==> src/rtl/fperr_irq_glue.sv <==
module fperr_irq_glue #(
  parameter int ADDR_W = 16,
  parameter logic [ADDR_W-1:0] ACK_PORT = 'h00F0
) (
  input  logic              clk,
  input  logic              rst,
  input  logic              err_n,
  input  logic [ADDR_W-1:0] io_addr,
  input  logic              io_wr,
  output logic              ignore_n,
  output logic              irq
);

  logic err_meta, err_sync;
  logic ign_q, irq_q;
  logic ack_hit;

  assign ack_hit = io_wr && (io_addr == ACK_PORT);

  always_ff @(posedge clk) begin
    if (rst) begin
      err_meta <= 1'b0;
      err_sync <= 1'b0;
    end else begin
      err_meta <= ~err_n;
      err_sync <= err_meta;
    end
  end

  always_ff @(posedge clk) begin
    if (rst) begin
      ign_q <= 1'b0;
      irq_q <= 1'b0;
    end else begin
      ign_q <= err_sync && (ign_q || ack_hit);
      irq_q <= err_sync && !ign_q && !ack_hit;
    end
  end

  assign ignore_n = ~ign_q;
  assign irq      = irq_q;


  reset_state_chk: assert property (@(posedge clk) rst |=> (!irq_q && !ign_q));


  ign_rise_src_chk: assert property (@(posedge clk) disable iff (rst)
    $rose(ign_q) |-> $past(ack_hit));


  req_ign_excl_chk: assert property (@(posedge clk) disable iff (rst)
    !(irq_q && ign_q));


  ign_hold_chk: assert property (@(posedge clk) disable iff (rst)
    (ign_q && err_sync) |=> ign_q);


  ign_release_chk: assert property (@(posedge clk) disable iff (rst)
    (ign_q && !err_sync) |=> !ign_q);


  req_hold_chk: assert property (@(posedge clk) disable iff (rst)
    (irq_q && err_sync && !ack_hit) |=> irq_q);


  req_drop_chk: assert property (@(posedge clk) disable iff (rst)
    !err_sync |=> !irq_q);

endmodule

==> config.mk <==
export PLATFORM = sky130hd
export DESIGN_NAME = fperr_irq_glue
export DESIGN_NICKNAME = d
export VERILOG_FILES = /design/src/rtl/fperr_irq_glue.sv
export SDC_FILE = /design/constraint.sdc
export NUM_CORES = 1
export LEC_CHECK = 0
export ABC_AREA = 1
export BUFFER_PORTS_ARGS = -buffer_cell sky130_fd_sc_hd__buf_4
export CAP_MARGIN = 15
export CORE_AREA = 3 3 40 42
export CTS_CLUSTER_SIZE = 28
export DETAILED_ROUTE_END_ITERATION = 16
export DIE_AREA = 0 0 43 45
export PLACE_DENSITY = 0.5
export SLEW_MARGIN = 10
export SYNTH_ARGS = -nofsm -noshare
export SYNTH_HDL_FRONTEND = slang
export SYNTH_SLANG_ARGS = --single-unit
==> constraint.sdc <==
create_clock -name clk -period 1.86 [get_ports clk]
set_input_delay 0.372 -clock clk [delete_from_list [all_inputs] [get_ports clk]]
set_output_delay 0.372 -clock clk [all_outputs]
set_load 0.05 [all_outputs]
# Word level (Yosys, flattened, before mapping)
# Index checks and enable logic that the tools add are counted.
dict set report word_totals {
  ff_bits 4
  elab_cells 14
}
dict set report op_classes {
  bitwise 2
  reduce_logical 7
  n_eq_ne 1
}
# cell count
set op_table {}
lappend op_table {{$eq 16x8->1 const B} 1}
lappend op_table {{$logic_and 1x1->1} 4}
lappend op_table {{$logic_not 1->1} 2}
lappend op_table {{$not 1->1} 2}
lappend op_table {{$logic_or 1x1->1} 1}

# Logic depth before layout (Yosys ltp)
# Gate-level depths: netlist of the first run.
dict set report depth {
  word_depth 4
  ltp_mapped 7
  mapped_depth_nobuf 7
}

# Worst setup path before layout of the first run
# Ideal clock, no wire load.
dict set report synth_timing {
  path_kind {register to output}
  from {reg ign_q}
  to {out ignore_n}
  slack_ns 0.866
  arrival_ns 0.622
  stages_incl_launch_ff 2
  path_cell_list {dfxtp_1 inv_1}
}
dict set report synth_via {
  elab_chain_cells 1
}
# item line
set synth_rtl {}
lappend synth_rtl {{from (decl)} 15} ;# logic ign_q, irq_q;
lappend synth_rtl {{from (signal assigned)} 35} ;# ign_q <= err_sync && (ign_q || ack_hit);
lappend synth_rtl {{$not 1->1} 40} ;# assign ignore_n = ~ign_q;
lappend synth_rtl {{to (decl)} 10} ;# output logic ignore_n,
# Every way passes these cells.

# Worst setup path in the final report of the first run
# Ends and elaborated chain as after synthesis.

==> results of run 1 <==
[cell type report]
type	instances	area, µm²
fillers	145	903
repair buffers	21	158
well taps	15	18.8
clock buffers	3	22.5
flip-flops and latches	4	80.1
inverters	6	22.5
multi-input cells	19	80.1
[power by group through the flow]
stage | Sequential [mW] | Combinational (mW) | Clock [mW]
after floorplan | 0.0927 | 0.00729 | 0
after global placement | 0.0907 | 0.0409 | 0
after detailed placement | 0.0907 | 0.0414 | 0
after CTS | 0.0893 | 0.0414 | 0.112
after global routing | 0.0894 | 0.0456 | 0.119
final | 0.0894 | 0.0408 | 0.106
[sequential cells by signal, indices dropped and copies added (netlist names)]
name      cells
err_meta      1
err_sync      1
ign_q         1
irq           1
[routing by layer]
metal	vias up	share of wire (%)	wire, µm
met5	-	0	0
li1	134	-	-
met1	94	37	172
met4	0	0	0
met3	0	14	66
met2	12	48	223
[stage by stage]
step | power, mW | hold slack, ns | utilization (%) | std cells | cell area, µm²
after CTS | 0.243 | 0.287 | 29.7 | 68 | 382
after detailed placement | 0.132 | 0.393 | 27.9 | 65 | 359
after global routing | 0.254 | 0.285 | 29.7 | 68 | 382
after global placement | 0.132 | 0.396 | 27.9 | 65 | 359
final | 0.236 | 0.292 | 29.7 | 68 | 382
after floorplan | 0.100 | 0.388 | - | 29 | 183
[cells in the mapped netlist]
library cell	count	share of area (%)
nor2_1	10	21
inv_1	6	12
nand2_1	5	10
dfxtp_1	4	44
nand3_1	3	8.2
a21oi_2	1	4.8
[worst paths after layout]
| check | from | endpoint | slack [ns] | depth (start not counted) |
|---|---|---|---|---|
| max | ign_q$_SDFF_PP0_ | ignore_n | 0.66 | 2 |
| min | err_n | err_meta$_SDFF_PP0_ | 0.29 | 2 |
| max reg2reg | ign_q$_SDFF_PP0_ | irq$_SDFF_PP0_ | 1.28 | 3 |
| min reg2reg | err_meta$_SDFF_PP0_ | err_sync$_SDFF_PP0_ | 0.40 | 2 |
[kinds of logic (layout without fill, tap and decap cells)]
logic type             after synthesis  after routing  share of synthesized area [%]
AOI/OAI and AO/OA                    1              1                           4.80
buffers and inverters                6             30                           12.3
and+or+nand+nor                     18             18                           39.0
DFF                                  4              4                           43.8
==> metrics.yaml, run 1 <==
status: "completed"
clkTransAtPathRegs_ns: 0.04
syn_to_final_growth_pct: 109
period_share_pct: 64.3
cpPeakStageDelay_ns: 0.29
dieArea_mm2: 0.00194
avgViaCountPerCell: 3.53
cts_setup_buffers: 0
gp_congestion: 0.644
h-tree-depth: 1
worst_slack_ns: 0.664
cts_tree: "built"
max_freq_mhz: 836
grt_max_degree: 4
ys_warn_count: 0
core_mm2: 0.00128
grt_use_met1_pct: 5.54
avgRoutedWirePerCell_um: 6.79
ys_types: 6
period_needed_ns: 1.20
postCtsHoldBufs: 0
cp_cell_sequence: "inv_1, buf_4"
pin_count: 22
clock_path_buffers: 2
p_leak_nw: 0.206
switchingPower_uw: 46.3
max-vdd-ir-drop_mv: 0.216
layout-drive-gt1-share_pct: 47.2
cp_num_buf_inv: 2
cpLargestDelayFamily: "buffers and inverters"
slew_viol_final: 0
pwr-share-clk_pct: 44.9
die_w_um: 43
post-place-ws_ns: 0.813
syn_inst: 29
yosysSeqAreaShare_pct: 43.8
tightest_slew_ns: 0.147
rsz0062_at_grt: "false"
syn_area_per_cell_um2: 6.30
cts_buffers: 3
intPower_uw: 190
layout_commonest_cell: "buf_4"
postRouteAntennaNets: 0
grt-ovfl-total: 0
p_comb_share_pct: 17.3
skew_ns: 0.000453
vias: 240
synth_nets: 49
clock_sinks: 4
critical_path_class: "reg -> out"
cp_max_fo: 3
cp-end-kind: "primary output"
n_antenna_cell: 0
met3_usage_pct: 6.37
grt_pass1_wl_um: 765
top_usage_layer: "met2"
dieHeight_um: 45
use_met2_pct: 8.68
cts-root-buf: "clkbuf_4"
setup_violations: 0
drt-initial-drc-count: 1
dpl.hpwl_um: 419
drv_cap: 0
ys_seq_elements: 4
critPathArrivalTime_ns: 0.82
cp.required_ns: 1.49
rows: 13
crit_path_start_kind: "flip-flop"
first_pass_iters: 2
first_global_vias: 222
portBuffers: 21
antenna_found_initial: 0
drcViolationCount: 0
maxSlewHeadroom_pct: 90.3
crit_slowest_cell: "dfxtp_1"
wl_um: 462
ctsResizeCount: 0
clk_latency_ns: 0.23
grt_usage_pct: 5.91
final_cell_mix: "buf_4, nor2_1, inv_1"
p_seq_share_pct: 37.8
fin_setup_tns_ns: 0
fin_nets: 75
hold_violations: 0
synth_area_um2: 183
sw_frac_of_total_pct: 19.6
hold_class: "in -> reg"
start_util_pct: 14.2
powerDensity_mw_per_mm2: 619
No activity file was read; power rests on OpenSTA's default activity.
==> run 2: changes to the inputs <==
Settings changed: ABC_AREA 1 to 0, PLACE_DENSITY 0.5 to 0.52.
Clock period 1.86 ns to 1 ns, I/O delays scaled along.
==> run 2 against run 1 <==
  * Final cell count is 15% lower
  * Register-to-register slack worse by 1.1 ns
  * Synthesized cell count is 34% lower
  * Core utilization is 0.19 points higher
  * Critical path type unchanged
  * Largest power group unchanged
  * Highest routed layer unchanged
  * Non-clock buffer count stayed put
==> metrics.yaml, run 2 <==
fill_cells: 145  # unchanged
layout-drive-gt1-share_pct: 60.5  # +13 points
synth_top_area_share_pct: 44.1  # +0.30 points
syn_inst: 19  # -34%
ys_warn_count: 0  # unchanged
syn_to_final_growth_pct: 112
worst_slack_ns: 0.0509  # -0.614 ns
dieHeight_um: 45  # unchanged
yosysSeqAreaShare_pct: 44.1  # +0.30 points
synth_most_common_cell: "dfxtp_1"
cp.required_ns: 0.80  # -0.69 ns
post-place-ws_ns: -0.0359  # -0.849 ns
postCtsHoldBufs: 0  # unchanged
avgRoutedWirePerCell_um: 9.28  # +37%
slew_viol_final: 0  # unchanged
synth_area_um2: 181  # -0.68%
cp_cell_sequence: "inv_2, buf_6"
final_cell_mix: "buf_4, dfxtp_1, clkbuf_4"
dieArea_mm2: 0.00194  # unchanged
powerDensity_mw_per_mm2: 1140  # +84%
netlist_top_cells_area: "dfxtp_1, nor4_4, nor2b_1"
critical_path_class: "reg -> out"
ys_types: 13  # +7
synthTopCellsByCount: "dfxtp_1, nand2_1, nand3_1, nor2b_1"
cts_buffers: 3  # unchanged
yosys.area.top_type: "dfxtp_1"
grt_usage_pct: 6.66  # +0.75 points
drv_cap: 0  # unchanged
ys_seq_elements: 4  # unchanged
ys_dominant_reg_cell: "dfxtp_1"
dpl.hpwl_um: 508  # +21%
skew_ns: 0.00472  # +0.00427 ns
gp_congestion: 0.640  # -0.64%
synth_async_sr_flop_share_pct: 0  # unchanged
critPathArrivalTime_ns: 0.75  # -0.07 ns
n_antenna_cell: 0  # unchanged
clkTransAtPathRegs_ns: 0.04  # about the same
drt-initial-drc-count: 2  # +1
drcViolationCount: 0  # unchanged
start_util_pct: 14.1  # -0.097 points
grt_pass1_wl_um: 897  # +17%
crit_path_start_kind: "flip-flop"
rsz0062_at_grt: "false"
portBuffers: 21  # unchanged
layout_commonest_cell: "buf_4"
pin_count: 22  # unchanged
period_share_pct: 94.9
max-vdd-ir-drop_mv: 0.341  # +58%
fin_util_pct: 29.9  # +0.19 points
maxSlewHeadroom_pct: 85.4  # -4.9 points
synth_nets: 39  # -20%
hold_violations: 0  # unchanged
synth-edff-count: 0  # unchanged
fin_nets: 65  # -13%
vias: 233  # -2.9%
avgViaCountPerCell: 4.02  # +14%
wl_um: 538  # +16%
clk_latency_ns: 0.23  # about the same
p_leak_nw: 0.180  # -12%
cpPeakStageDelay_ns: 0.33  # +0.04 ns
cp_max_fo: 2  # -1
crit_slowest_cell: "dfxtp_1"
clock_path_buffers: 2  # unchanged
period_needed_ns: 0.949
hold_class: "in -> reg"
antenna_found_initial: 0  # unchanged
setup_violations: 0  # unchanged
die_w_um: 43  # unchanged
cts_setup_buffers: 0  # unchanged
power_uw: 437  # +85%
status: "completed"
grt-ovfl-total: 0  # unchanged
max_freq_mhz: 1050
cts-root-buf: "clkbuf_4"
first_pass_iters: 2  # unchanged
cts_tree: "built"
first_global_vias: 236  # +6.3%
cp-end-kind: "primary output"
clock_sinks: 4  # unchanged
h-tree-depth: 1  # unchanged
postRouteAntennaNets: 0  # unchanged
grt_max_degree: 4  # unchanged
core_mm2: 0.00128  # unchanged
tightest_slew_ns: 0.217  # +0.0702 ns
syn_area_per_cell_um2: 9.55  # +52%
rows: 13  # unchanged
-- run 2: logic make-up (layout without fill, tap and decap cells) --
group | count (synthesis) | count (layout) | share of synthesized area [%]
flip-flops | 4 | 4 | 44.1
AND/OR/NAND/NOR | 12 | 12 | 45.5
buffers and inverters | 1 | 25 | 2.07
AO/OA/AOI/OAI | 2 | 2 | 8.27
-- run 2: layout make-up --
type | instances | area, µm² | area share [%]
clock buffer | 3 | 22.5 | 5.86
inverter | 1 | 3.75 | 0.977
multi-input combinational | 14 | 97.6 | 25.4
sequential | 4 | 80.1 | 20.8
tap | 15 | 18.8 | 4.89
timing repair buffer | 21 | 161 | 42.0
-- run 2: critical path, delay by kind of cell, from the launching register on --
kind                   cells  cell delay (ns)
DFF                        1             0.33
buffers and inverters      2             0.19
-- run 2: through the flow --
stage          instances  hold slack (ns)  setup TNS (ns)  instance area (µm²)
2_1_floorplan         19            0.267               0                  181
3_3_place_gp          55            0.362         -0.0437                  358
3_5_place_dp          55            0.360         -0.0359                  358
4_1_cts               58            0.114               0                  384
5_1_grt               58            0.119               0                  384
6_report              58            0.118               0                  384
-- run 2: routing by layer --
layer / GRT usage (%) / vias up / wire length, µm / part of all wire, %
met5: 0 / - / 0 / 0
met4: 3.61 / 0 / 0 / 0
met3: 5.58 / 0 / 118 / 22
met2: 8.38 / 23 / 203 / 38
met1: 7.71 / 93 / 216 / 40
li1: - / 117 / - / -
-- run 2: path summary, 6_finish.rpt --
kind	startpoint	end	slack [ns]	depth (start not counted)
max	ign_q$_SDFF_PP0_	ignore_n	0.05	2
min	err_n	err_meta$_SDFF_PP0_	0.12	2
max reg2reg	err_sync$_SDFF_PP0_	ign_q$_SDFF_PP0_	0.18	3
min reg2reg	err_meta$_SDFF_PP0_	err_sync$_SDFF_PP0_	0.45	1
-- run 2: power breakdown --
part           leakage, nW  switching, mW  internal (mW)
combinational        0.134         0.0232         0.0553
clock               0.0138         0.0591          0.134
sequential          0.0327       0.000847          0.165
total                0.180         0.0831          0.354
-- run 2: timing repair --
action,4_1_cts,5_1_grt
setup endpoints to repair,1,1
gates resized for setup,1,1
endpoints found under the hold margin,0,0
==> run 3: changes to the inputs <==
==> constraint.sdc (replaced) <==
create_clock -name clk -period 1 [get_ports clk]
set_input_delay 0.1 -clock clk [delete_from_list [all_inputs] [get_ports clk]]
set_output_delay 0.1 -clock clk [all_outputs]
set_load 0.05 [all_outputs]
==> run 3 against run 2 <==
  * Cell area down 0.98%
  * Die area unchanged
  * Non-clock buffer count unchanged
  * Final cell count unchanged
  * Clock power about the same
  * Combinational power about the same
  * Total power about the same
  * Worst hold slack worse by 0.10 ns
==> metrics.yaml, run 3 (synthesis gave the netlist of run 2 again) <==
rsz0062_at_grt: "false"
grt_pass1_wl_um: 897  # unchanged
hp-start: "err_n"
fin_nets: 65  # unchanged
cp_max_fo: 2  # unchanged
antenna_found_initial: 0  # unchanged
start_util_pct: 14.1  # unchanged
crit_path_start_kind: "flip-flop"
portBuffers: 21  # unchanged
h-tree-depth: 1  # unchanged
setup_violations: 0  # unchanged
vias: 232  # -0.43%
slew_viol_final: 0  # unchanged
period_needed_ns: 0.902  # -0.0475 ns
skew_ns: 0.00472  # -0.000000250 ns
grt-ovfl-total: 0  # unchanged
cts-root-buf: "clkbuf_4"
cts_buffers: 3  # unchanged
drt-initial-drc-count: 2  # unchanged
critical_path_class: "reg -> out"
clock_path_buffers: 2  # unchanged
max-vdd-ir-drop_mv: 0.341  # about the same
layout-drive-gt1-share_pct: 58.1  # -2.3 points
dieHeight_um: 45  # unchanged
startpoint: "ign_q$_SDFF_PP0_"
clk_latency_ns: 0.23  # about the same
avgViaCountPerCell: 4.00  # -0.43%
cp-end-kind: "primary output"
p_leak_nw: 0.178  # -1.2%
cts_setup_buffers: 0  # unchanged
layout_commonest_cell: "buf_4"
critPathArrivalTime_ns: 0.80  # +0.05 ns
final_cell_mix: "buf_4, dfxtp_1, clkbuf_4"
rows: 13  # unchanged
ctsResizeCount: 0  # -1
grt_max_degree: 4  # unchanged
cp.required_ns: 0.90  # +0.10 ns
powerDensity_mw_per_mm2: 1150  # +1.0%
cts_tree: "built"
period_share_pct: 90.2  # -4.7 points
maxSlewHeadroom_pct: 85.4  # unchanged
fin_cells: 58  # unchanged
max_freq_mhz: 1110  # +5.3%
first_pass_iters: 2  # unchanged
clkTransAtPathRegs_ns: 0.04  # about the same
dpl.hpwl_um: 508  # unchanged
avgRoutedWirePerCell_um: 9.34  # +0.74%
drv_cap: 0  # unchanged
hold_violations: 0  # unchanged
r2r_start: "err_sync$_SDFF_PP0_"
place_inst: 55  # unchanged
n_antenna_cell: 0  # unchanged
die_w_um: 43  # unchanged
first_global_vias: 236  # unchanged
worst_slack_ns: 0.0984  # +0.0475 ns
post-place-ws_ns: 0.0641  # +0.100 ns
core_mm2: 0.00128  # unchanged
syn_to_final_growth_pct: 110
hold_class: "in -> reg"
gp_congestion: 0.640  # unchanged
wl_um: 542  # +0.74%
postCtsHoldBufs: 0  # unchanged
pin_count: 22  # unchanged
tightest_slew_ns: 0.217  # unchanged
dieArea_mm2: 0.00194  # unchanged
status: "completed"
fin_setup_tns_ns: 0  # unchanged
clock_sinks: 4  # unchanged
holdWs_ns: 0.0177  # -0.100 ns
drcViolationCount: 0  # unchanged
postRouteAntennaNets: 0  # unchanged
grt_usage_pct: 6.66  # unchanged
==> run 3: path summary, 6_finish.rpt <==
check / slack [ns] / cells past startpoint / to
setup / recovery: 0.1 / 2 / ignore_n
hold reg to reg: 0.45 / 2 / ign_q$_SDFF_PP0_
setup reg to reg: 0.17 / 3 / ign_q$_SDFF_PP0_
hold / removal: 0.02 / 2 / err_meta$_SDFF_PP0_
==> run 3: layout make-up <==
class	instances	area, µm²
timing repair buffer	21	158
tap	15	18.8
clock buffer	3	22.5
sequential	4	80.1
inverter	1	3.75
fill	145	905
multi-input combinational	14	97.6
==> run 3: metal layers <==
layer	track usage, %	up-vias	wire length [µm]
li1	-	116	-
met1	7.71	93	219
met2	8.38	23	204
met3	5.58	0	117
met4	3.61	0	0
met5	0	-	0
==> run 3: power by group <==
| part | internal (mW) | leakage [nW] | switching, mW |
|---|---|---|---|
| combinational | 0.0553 | 0.132 | 0.0232 |
| sequential | 0.165 | 0.0327 | 0.000847 |
| clock | 0.134 | 0.0138 | 0.0591 |
| total | 0.354 | 0.178 | 0.0832 |
==> run 3: worst max-delay path, stage by stage, from the launching register on <==
cell and delay [ns]:
dfxtp_1 0.30, inv_1 0.08, buf_4 0.20
==> run 3: stage by stage <==
| stage | total power, mW | util (%) | area, µm² |
|---|---|---|---|
| final | 0.437 | 29.6 | 380 |
| after global routing | 0.469 | 29.6 | 380 |
| after CTS | 0.447 | 29.6 | 380 |
| after detailed placement | 0.248 | 27.8 | 358 |
| after global placement | 0.248 | 27.8 | 358 |
| after floorplan | 0.183 | - | 181 |
